===== src/rtl/irq_dist_pkg.sv =====
package irq_dist_pkg;
  localparam int IDX_W = 10;
  localparam logic [IDX_W-1:0] SPURIOUS = '1;

  // shared view
  localparam int OFS_CTRL    = 'h000;
  localparam int OFS_EN_SET  = 'h030;
  localparam int OFS_EN_CLR  = 'h034;
  localparam int OFS_ROUTE   = 'h100;
  // per-cpu view
  localparam int OFS_ACK     = 'h044;
  localparam int OFS_MSK_SET = 'h048;
  localparam int OFS_MSK_CLR = 'h04C;

  typedef struct packed {
    logic en_set;
    logic en_clr;
    logic msk_set;
    logic msk_clr;
    logic route_wr;
  } wr_dec_t;
endpackage


===== src/rtl/irq_dist_regs.sv =====
module irq_dist_regs
  import irq_dist_pkg::*;
#(
  parameter int NUM_CPU = 4,
  parameter int NUM_SRC = 64,
  localparam int SRC_W = (NUM_SRC > 1) ? $clog2(NUM_SRC) : 1,
  localparam int CPU_W = (NUM_CPU > 1) ? $clog2(NUM_CPU) : 1
) (
  input  logic                              clk_i,
  input  logic                              rst_ni,
  input  wr_dec_t                           dec_i,
  input  logic [SRC_W-1:0]                  idx_i,
  input  logic [CPU_W-1:0]                  cpu_i,
  input  logic [SRC_W-1:0]                  route_idx_i,
  input  logic [NUM_CPU-1:0]                route_data_i,
  output logic [NUM_SRC-1:0]                en_o,
  output logic [NUM_CPU-1:0][NUM_SRC-1:0]   mask_o,
  output logic [NUM_SRC-1:0][NUM_CPU-1:0]   route_o
);
  logic [NUM_SRC-1:0]              en_q;
  logic [NUM_CPU-1:0][NUM_SRC-1:0] mask_q;
  logic [NUM_SRC-1:0][NUM_CPU-1:0] route_q;

  always_ff @(posedge clk_i or negedge rst_ni) begin
    if (!rst_ni) begin
      en_q    <= '0;
      mask_q  <= '1;
      route_q <= '0;
    end else begin
      if (dec_i.en_set)   en_q[idx_i]         <= 1'b1;
      if (dec_i.en_clr)   en_q[idx_i]         <= 1'b0;
      if (dec_i.msk_set)  mask_q[cpu_i][idx_i] <= 1'b1;
      if (dec_i.msk_clr)  mask_q[cpu_i][idx_i] <= 1'b0;
      if (dec_i.route_wr) route_q[route_idx_i] <= route_data_i;
    end
  end

  assign en_o    = en_q;
  assign mask_o  = mask_q;
  assign route_o = route_q;
endmodule


===== src/rtl/irq_dist_find.sv =====
module irq_dist_find
  import irq_dist_pkg::*;
#(
  parameter int NUM_SRC = 64
) (
  input  logic [NUM_SRC-1:0] vec_i,
  output logic               any_o,
  output logic [IDX_W-1:0]   idx_o
);
  // scan downward so the lowest set bit wins
  always_comb begin
    idx_o = SPURIOUS;
    for (int i = NUM_SRC - 1; i >= 0; i--) begin
      if (vec_i[i]) idx_o = IDX_W'(i);
    end
  end

  assign any_o = |vec_i;
endmodule


===== src/rtl/irq_dist.sv =====
module irq_dist
  import irq_dist_pkg::*;
#(
  parameter int NUM_CPU = 4,
  parameter int NUM_SRC = 64,
  parameter int ADDR_W  = 12,
  parameter int DATA_W  = 32,
  localparam int CPU_W  = (NUM_CPU > 1) ? $clog2(NUM_CPU) : 1
) (
  input  logic               clk_i,
  input  logic               rst_ni,
  input  logic [NUM_SRC-1:0] src_i,
  input  logic               wr_en_i,
  input  logic               rd_en_i,
  input  logic               percpu_i,
  input  logic [CPU_W-1:0]   cpu_id_i,
  input  logic [ADDR_W-1:0]  addr_i,
  input  logic [DATA_W-1:0]  wdata_i,
  output logic [DATA_W-1:0]  rdata_o,
  output logic [NUM_CPU-1:0] irq_o
);
  localparam int SRC_W = (NUM_SRC > 1) ? $clog2(NUM_SRC) : 1;
  localparam logic [IDX_W-1:0]  SRC_LIM    = IDX_W'(NUM_SRC);
  localparam logic [CPU_W:0]    CPU_LIM    = (CPU_W+1)'(NUM_CPU);
  localparam logic [ADDR_W-1:0] A_CTRL     = ADDR_W'(OFS_CTRL);
  localparam logic [ADDR_W-1:0] A_EN_SET   = ADDR_W'(OFS_EN_SET);
  localparam logic [ADDR_W-1:0] A_EN_CLR   = ADDR_W'(OFS_EN_CLR);
  localparam logic [ADDR_W-1:0] A_ROUTE    = ADDR_W'(OFS_ROUTE);
  localparam logic [ADDR_W-1:0] A_ACK      = ADDR_W'(OFS_ACK);
  localparam logic [ADDR_W-1:0] A_MSK_SET  = ADDR_W'(OFS_MSK_SET);
  localparam logic [ADDR_W-1:0] A_MSK_CLR  = ADDR_W'(OFS_MSK_CLR);
  localparam logic [ADDR_W-3:0] ROUTE_LIM  = (ADDR_W-2)'(NUM_SRC);

  // ---------------- decode ----------------
  logic              idx_ok, cpu_ok, route_hit;
  logic [SRC_W-1:0]  idx, route_idx;
  logic [ADDR_W-1:0] route_ofs;
  wr_dec_t           dec;

  assign idx_ok    = wdata_i[IDX_W-1:0] < SRC_LIM;
  assign idx       = wdata_i[SRC_W-1:0];
  assign cpu_ok    = {1'b0, cpu_id_i} < CPU_LIM;
  assign route_ofs = addr_i - A_ROUTE;
  assign route_hit = (addr_i >= A_ROUTE) && (route_ofs[1:0] == 2'b00)
                     && (route_ofs[ADDR_W-1:2] < ROUTE_LIM);
  assign route_idx = route_ofs[SRC_W+1:2];

  always_comb begin
    dec          = '0;
    dec.en_set   = wr_en_i && !percpu_i && addr_i == A_EN_SET && idx_ok;
    dec.en_clr   = wr_en_i && !percpu_i && addr_i == A_EN_CLR && idx_ok;
    dec.msk_set  = wr_en_i &&  percpu_i && addr_i == A_MSK_SET && idx_ok && cpu_ok;
    dec.msk_clr  = wr_en_i &&  percpu_i && addr_i == A_MSK_CLR && idx_ok && cpu_ok;
    dec.route_wr = wr_en_i && !percpu_i && route_hit;
  end

  // ---------------- state ----------------
  logic [NUM_SRC-1:0]              en;
  logic [NUM_CPU-1:0][NUM_SRC-1:0] mask;
  logic [NUM_SRC-1:0][NUM_CPU-1:0] route;

  irq_dist_regs #(.NUM_CPU(NUM_CPU), .NUM_SRC(NUM_SRC)) i_regs (
    .clk_i        (clk_i),
    .rst_ni       (rst_ni),
    .dec_i        (dec),
    .idx_i        (idx),
    .cpu_i        (cpu_id_i),
    .route_idx_i  (route_idx),
    .route_data_i (wdata_i[NUM_CPU-1:0]),
    .en_o         (en),
    .mask_o       (mask),
    .route_o      (route)
  );

  // ---------------- delivery per cpu ----------------
  logic [NUM_CPU-1:0][NUM_SRC-1:0] route_col;
  logic [NUM_CPU-1:0][NUM_SRC-1:0] pend;
  logic [NUM_CPU-1:0][IDX_W-1:0]   ack_idx;

  for (genvar c = 0; c < NUM_CPU; c++) begin : g_cpu
    for (genvar s = 0; s < NUM_SRC; s++) begin : g_src
      assign route_col[c][s] = route[s][c];
    end
    assign pend[c] = src_i & en & ~mask[c] & route_col[c];

    irq_dist_find #(.NUM_SRC(NUM_SRC)) i_find (
      .vec_i (pend[c]),
      .any_o (irq_o[c]),
      .idx_o (ack_idx[c])
    );
  end

  // ---------------- read path ----------------
  logic [DATA_W-1:0] rd_next, rdata_q;

  always_comb begin
    rd_next = '0;
    if (percpu_i) begin
      if (addr_i == A_ACK)
        rd_next = cpu_ok ? DATA_W'(ack_idx[cpu_id_i]) : DATA_W'(SPURIOUS);
    end else if (addr_i == A_CTRL) begin
      rd_next = DATA_W'({SRC_LIM, 2'b00});
    end else if (route_hit) begin
      rd_next = DATA_W'(route[route_idx]);
    end
  end

  always_ff @(posedge clk_i or negedge rst_ni) begin
    if (!rst_ni)      rdata_q <= '0;
    else if (rd_en_i) rdata_q <= rd_next;
  end

  assign rdata_o = rdata_q;

  logic unused_wdata;
  assign unused_wdata = ^{wdata_i[DATA_W-1:IDX_W], wdata_i[IDX_W-1:SRC_W]};
endmodule


===== config.mk =====
export PLATFORM = sky130hd
export DESIGN_NAME = irq_dist
export DESIGN_NICKNAME = d
export VERILOG_FILES = /design/src/rtl/irq_dist_pkg.sv /design/src/rtl/irq_dist_regs.sv /design/src/rtl/irq_dist_find.sv /design/src/rtl/irq_dist.sv
export SDC_FILE = /design/constraint.sdc
export NUM_CORES = 2
export LEC_CHECK = 0
export ABC_AREA = 1
export BUFFER_PORTS_ARGS = -buffer_cell sky130_fd_sc_hd__buf_4
export CAP_MARGIN = 15
export CORE_MARGIN = 2
export CORE_UTILIZATION = 39
export CTS_BUF_LIST = sky130_fd_sc_hd__clkbuf_16
export CTS_CLUSTER_DIAMETER = 100
export DETAILED_ROUTE_END_ITERATION = 8
export PLACE_DENSITY = 0.55
export SYNTH_ARGS = -nofsm -noshare
export SYNTH_HDL_FRONTEND = slang
export SYNTH_HIERARCHICAL = 1
export SYNTH_SLANG_ARGS = --single-unit

===== constraint.sdc =====
create_clock -name clk_i -period 3.8 [get_ports clk_i]
set_input_delay 0.76 -clock clk_i [delete_from_list [all_inputs] [get_ports clk_i]]
set_output_delay 0.76 -clock clk_i [all_outputs]
set_load 0.01 [all_outputs]

==> out/results.md <==
| Item | Reported | Unit |
|:---|:---|:---|
| Setup CP Type | reg -> reg | - |
| Wire length of the first global-routing pass | 212000 | um |
| Maximum Capacitance Violations | 0 | - |
| Fin crit period | 4820 | ps |
| Max incr delay on CP | 380 | ps |
| Distinct cell type count after synthesis | 41 | - |
| Port-buffer cells | 106 | - |
| Run status | complete, but fails checks | - |
| Power per cell area | 344 | mW/mm^2 |
| Final wirelength | 145000 | um |
| Setup skew after layout | 22.8 | ps |
| Number of search-and-repair iterations in the first detailed-routing pass | 5 | - |
| Floorplan die area | 0.0919 | sq mm |
| Worst setup margin | -1020 | ps |
| Number of buffers between clock root and the deepest sink | 3 | - |
| Proportion of netlist area held by the largest area contributor | 23.6 | % |
| Fin Hold WS | 98.6 | ps |
| Cell count after synthesis | 5136 | - |
| Netlist Area Pre-Place | 0.0349 | sq mm |
| Source-to-sink clock delay at the later pin of the worst-skew pair | 640 | ps |
| Static Leakage | 20.5 | nW |
| R2R Path End | rdata_o[0]$_DFFE_PN0P_ | - |
| Number of clock sinks seen by CTS | 586 | - |
| Reg2Reg Depth | 70 | - |
| WP data required | 4380 | ps |
| Top-level port count | 151 | - |
| Routed Antenna Nets | 0 | - |
| Critical path endpoint category | register | - |
| Most used cell, CP | sky130_fd_sc_hd__nand2_1 | - |
| Register-to-register setup slack | -1020 | ps |
| Post-detailed-placement half-perimeter wirelength | 104000 | um |
| Global-route congestion overflow total | 0 | - |
| Kind of start point of the critical path | register | - |
| Fill count | 9035 | - |
| Routability-driven placement congestion ratio | 0.984 | - |
| Actual slew at the worst max-slew pin | 957 | ps |
| Total non-filler cell area in the finished layout | 0.0418 | sq mm |
| Via count of the first global-routing pass | 32100 | - |
| # nets final | 5555 | - |
| Register bit total from synthesis | 586 | - |
| Area after detailed placement | 0.0392 | sq mm |
| Max Freq | 208 | MHz |
| Cell taking the most area after synthesis | sky130_fd_sc_hd__dfrtp_1 | - |
| Cell Rows | 109 | - |
| Biggest fanout along the worst timing path | 4 | - |
| Area taken by flip-flops and latches | 0.0150 | sq mm |
| Total core area | 0.0885 | sq mm |
| Multi-input combinational cell area | 0.0158 | sq mm |
| Largest net degree at the start of global routing | 126 | - |
| Count of hold-fix buffers inserted at cts | 0 | - |
| Setup fix buffers added after clock tree synthesis | 0 | - |
| Number of vias per cell after detailed routing | 5.23 | - |
| Total vias in the final route | 34900 | - |
| Average wire per cell in the routed design | 21.8 | um |
| Max-slew violation total from the final report | 0 | - |
| Post-route DRC | 0 | - |
| Crit Reg-Reg Startpoint | i_regs/en_o[61]$_DFF_PN0_ | - |
| Synth Area per Inst | 6.80 | sq um |
| Clock slew at the register clock pins of the worst setup and hold paths | 60 | ps |
| Violation count after the first detailed-route iteration | 3696 | - |
| Tot GR Track Use | 31.4 | % |
| Height of the chip | 303 | um |
| Inserted Clock Buffers | 74 | - |
| Area overhead of the layout relative to synthesis | 19.8 | % |
| Root buffer selected by CTS | sky130_fd_sc_hd__clkbuf_16 | - |
| Initial core utilization | 39.5 | % |
| Final worst-path cycle share | 127 | % |
| Slew margin rel. | 36.0 | % |
| Ranking of synthesized cells by area | sky130_fd_sc_hd__dfrtp_1 (24%), sky130_fd_sc_hd__dfstp_2 (19%), sky130_fd_sc_hd__nand2_1 (15%) | - |
| Max stage delay cell, worst path | sky130_fd_sc_hd__dfrtp_1 | - |
| CTS tree | done | - |
| Total Power | 14.4 | mW |
| Count of warnings emitted by yosys | 6 | - |
| Worst Setup Slack post-DPL | -1640 | ps |
| Number of hold-slack violations in the final timing report | 0 | - |
| Horizontal die dimension | 303 | um |
| Fin util | 47.3 | % |
| IR Drop Worst-Case VDD | 0.299 | mV |
| Depth of the CTS H-tree | 3 | - |
| Arrival time reported for the critical path endpoint | 5390 | ps |
| Setup violators final | 1 | - |
| Sequential element share of the synthesized area | 42.9 | % |
| RSZ-0062 raised after global routing | true | - |
| Worst Hold Class | in -> async | - |
| Share of final-layout standard cells stronger than drive strength 1 | 17.1 | % |
| Failing checks | negative setup slack | - |
| Antenna violations before repair | 3 | - |
cell type report:
type	instances	share of cell area [%]
Tap cell	1165	3.48
Clock inverter	56	0.859
Multi-Input combinational cell	3464	37.9
Antenna cell	2	0.0120
Clock buffer	81	4.85
Timing Repair Buffer	452	9.10
Sequential cell	586	35.8
Inverter	862	8.01
synth_stat cells:
| cell type | number |
|---|---|
| sky130_fd_sc_hd__o22ai_1 | 28 |
| sky130_fd_sc_hd__buf_6 | 4 |
| sky130_fd_sc_hd__a21boi_0 | 4 |
| sky130_fd_sc_hd__buf_4 | 41 |
| sky130_fd_sc_hd__o221ai_1 | 2 |
| sky130_fd_sc_hd__nand2_2 | 2 |
| sky130_fd_sc_hd__a21oi_2 | 4 |
| sky130_fd_sc_hd__o311ai_0 | 1 |
| sky130_fd_sc_hd__o21ai_0 | 292 |
| sky130_fd_sc_hd__nand2_1 | 1434 |
| sky130_fd_sc_hd__a22oi_1 | 19 |
| sky130_fd_sc_hd__a22oi_2 | 1 |
| sky130_fd_sc_hd__buf_1 | 29 |
| sky130_fd_sc_hd__nor4_1 | 7 |
| sky130_fd_sc_hd__nand2_4 | 2 |
| sky130_fd_sc_hd__nand3_2 | 2 |
| sky130_fd_sc_hd__nor3_1 | 208 |
| sky130_fd_sc_hd__nand3b_1 | 1 |
| sky130_fd_sc_hd__inv_2 | 22 |
| sky130_fd_sc_hd__bufinv_8 | 8 |
| sky130_fd_sc_hd__o21a_1 | 1 |
| sky130_fd_sc_hd__nand4_1 | 19 |
| sky130_fd_sc_hd__o2111ai_1 | 7 |
| sky130_fd_sc_hd__nor4_4 | 1 |
| sky130_fd_sc_hd__nor3b_1 | 118 |
| sky130_fd_sc_hd__clkinv_1 | 2 |
| sky130_fd_sc_hd__dfstp_2 | 256 |
| sky130_fd_sc_hd__nor2_1 | 522 |
| sky130_fd_sc_hd__dfrtp_1 | 330 |
| sky130_fd_sc_hd__a32o_1 | 8 |
| sky130_fd_sc_hd__o21bai_1 | 4 |
| sky130_fd_sc_hd__a21oi_1 | 238 |
| sky130_fd_sc_hd__inv_1 | 830 |
| sky130_fd_sc_hd__a31oi_1 | 16 |
| sky130_fd_sc_hd__o211ai_1 | 6 |
| sky130_fd_sc_hd__buf_2 | 48 |
| sky130_fd_sc_hd__nor2_2 | 19 |
| sky130_fd_sc_hd__clkbuf_1 | 123 |
| sky130_fd_sc_hd__nor2_4 | 1 |
| sky130_fd_sc_hd__nand3_1 | 475 |
| sky130_fd_sc_hd__conb_1 | 1 |
layer usage:
metal  up-vias  track usage [%]  routed length [um]
met5         -                0                   0
met2      1460             46.2               61400
met4         0             11.9                5730
met3       240             5.77               12100
met1     16500             45.6               66200
li1      16700                -                   -
logic make-up (layout without fill, tap and decap cells):
logic type	Yosys count	in the layout	synth area share [%]
flops	586	586	42.9
other cells	1	24	0.0107
simple gates	2811	2811	34.4
compound gates	631	631	9.73
buf+inv	1107	1451	12.9
how the worst max path moves through the flow:
| stage | start | end | cells past startpoint |
|---|---|---|---|
| 3_3_place_gp | src_i[62] | rdata_o[0]$_DFFE_PN0P_ | 71 |
| 5_1_grt | i_regs/en_o[61]$_DFF_PN0_ | rdata_o[0]$_DFFE_PN0P_ | 70 |
| 2_1_floorplan | src_i[61] | rdata_o[0]$_DFFE_PN0P_ | 70 |
| 6_report | i_regs/en_o[61]$_DFF_PN0_ | rdata_o[0]$_DFFE_PN0P_ | 70 |
| 4_1_cts | i_regs/en_o[61]$_DFF_PN0_ | rdata_o[0]$_DFFE_PN0P_ | 70 |
| 3_5_place_dp | src_i[62] | rdata_o[0]$_DFFE_PN0P_ | 71 |
power breakdown:
part	internal (mW)	switching, mW
Clock	4.10	2.96
Combinational	0.247	0.825
Sequential	6.26	0.00532
flip-flops by register name (all words and copies together) (netlist names):
name            cells
i_regs/en_o        64
i_regs/mask_o     256
i_regs/route_o    256
rdata_o            10
critical path: cells and delay by family, from the launching register on:
kind,cells,cell delay (ps)
and+or+nand+nor,65,3830
AOI/OAI and AO/OA,3,420
DFF,1,380
buffers and inverters,2,100
layout by cell type, fill, tap and decap left out, types with 10 or more instances in the layout:
cell type / n
sky130_fd_sc_hd__nor2_1: 509
sky130_fd_sc_hd__o22ai_1: 28
sky130_fd_sc_hd__dfstp_2: 256
sky130_fd_sc_hd__nor3_1: 191
sky130_fd_sc_hd__nand4_1: 19
sky130_fd_sc_hd__o21ai_0: 287
sky130_fd_sc_hd__nand3_1: 475
sky130_fd_sc_hd__clkinv_2: 10
sky130_fd_sc_hd__nor2_2: 24
sky130_fd_sc_hd__conb_1: 22
sky130_fd_sc_hd__nand2_2: 18
sky130_fd_sc_hd__buf_12: 32
sky130_fd_sc_hd__clkinv_1: 16
sky130_fd_sc_hd__clkbuf_16: 81
sky130_fd_sc_hd__inv_1: 848
sky130_fd_sc_hd__a31oi_1: 16
sky130_fd_sc_hd__inv_2: 23
sky130_fd_sc_hd__a21oi_1: 237
sky130_fd_sc_hd__a22oi_1: 19
sky130_fd_sc_hd__nor3b_1: 109
sky130_fd_sc_hd__nand2_1: 1415
sky130_fd_sc_hd__dfrtp_1: 330
sky130_fd_sc_hd__buf_4: 418
sky130_fd_sc_hd__nor3_2: 12
timing repair:
item,in CTS,in global routing
resized for setup,22,46
endpoints found under the setup margin,2,4
pin swaps,8,13
hold endpoints to repair,0,0
stage by stage:
| step | cells | setup TNS [ps] |
|---|---|---|
| floorplan | 5157 | -454 |
| global placement | 6529 | -2360 |
| detailed placement | 6529 | -2300 |
| CTS | 6666 | -978 |
| global route | 6666 | -1830 |
| finish | 6668 | -1020 |
Power figures use the tool's default switching activity.
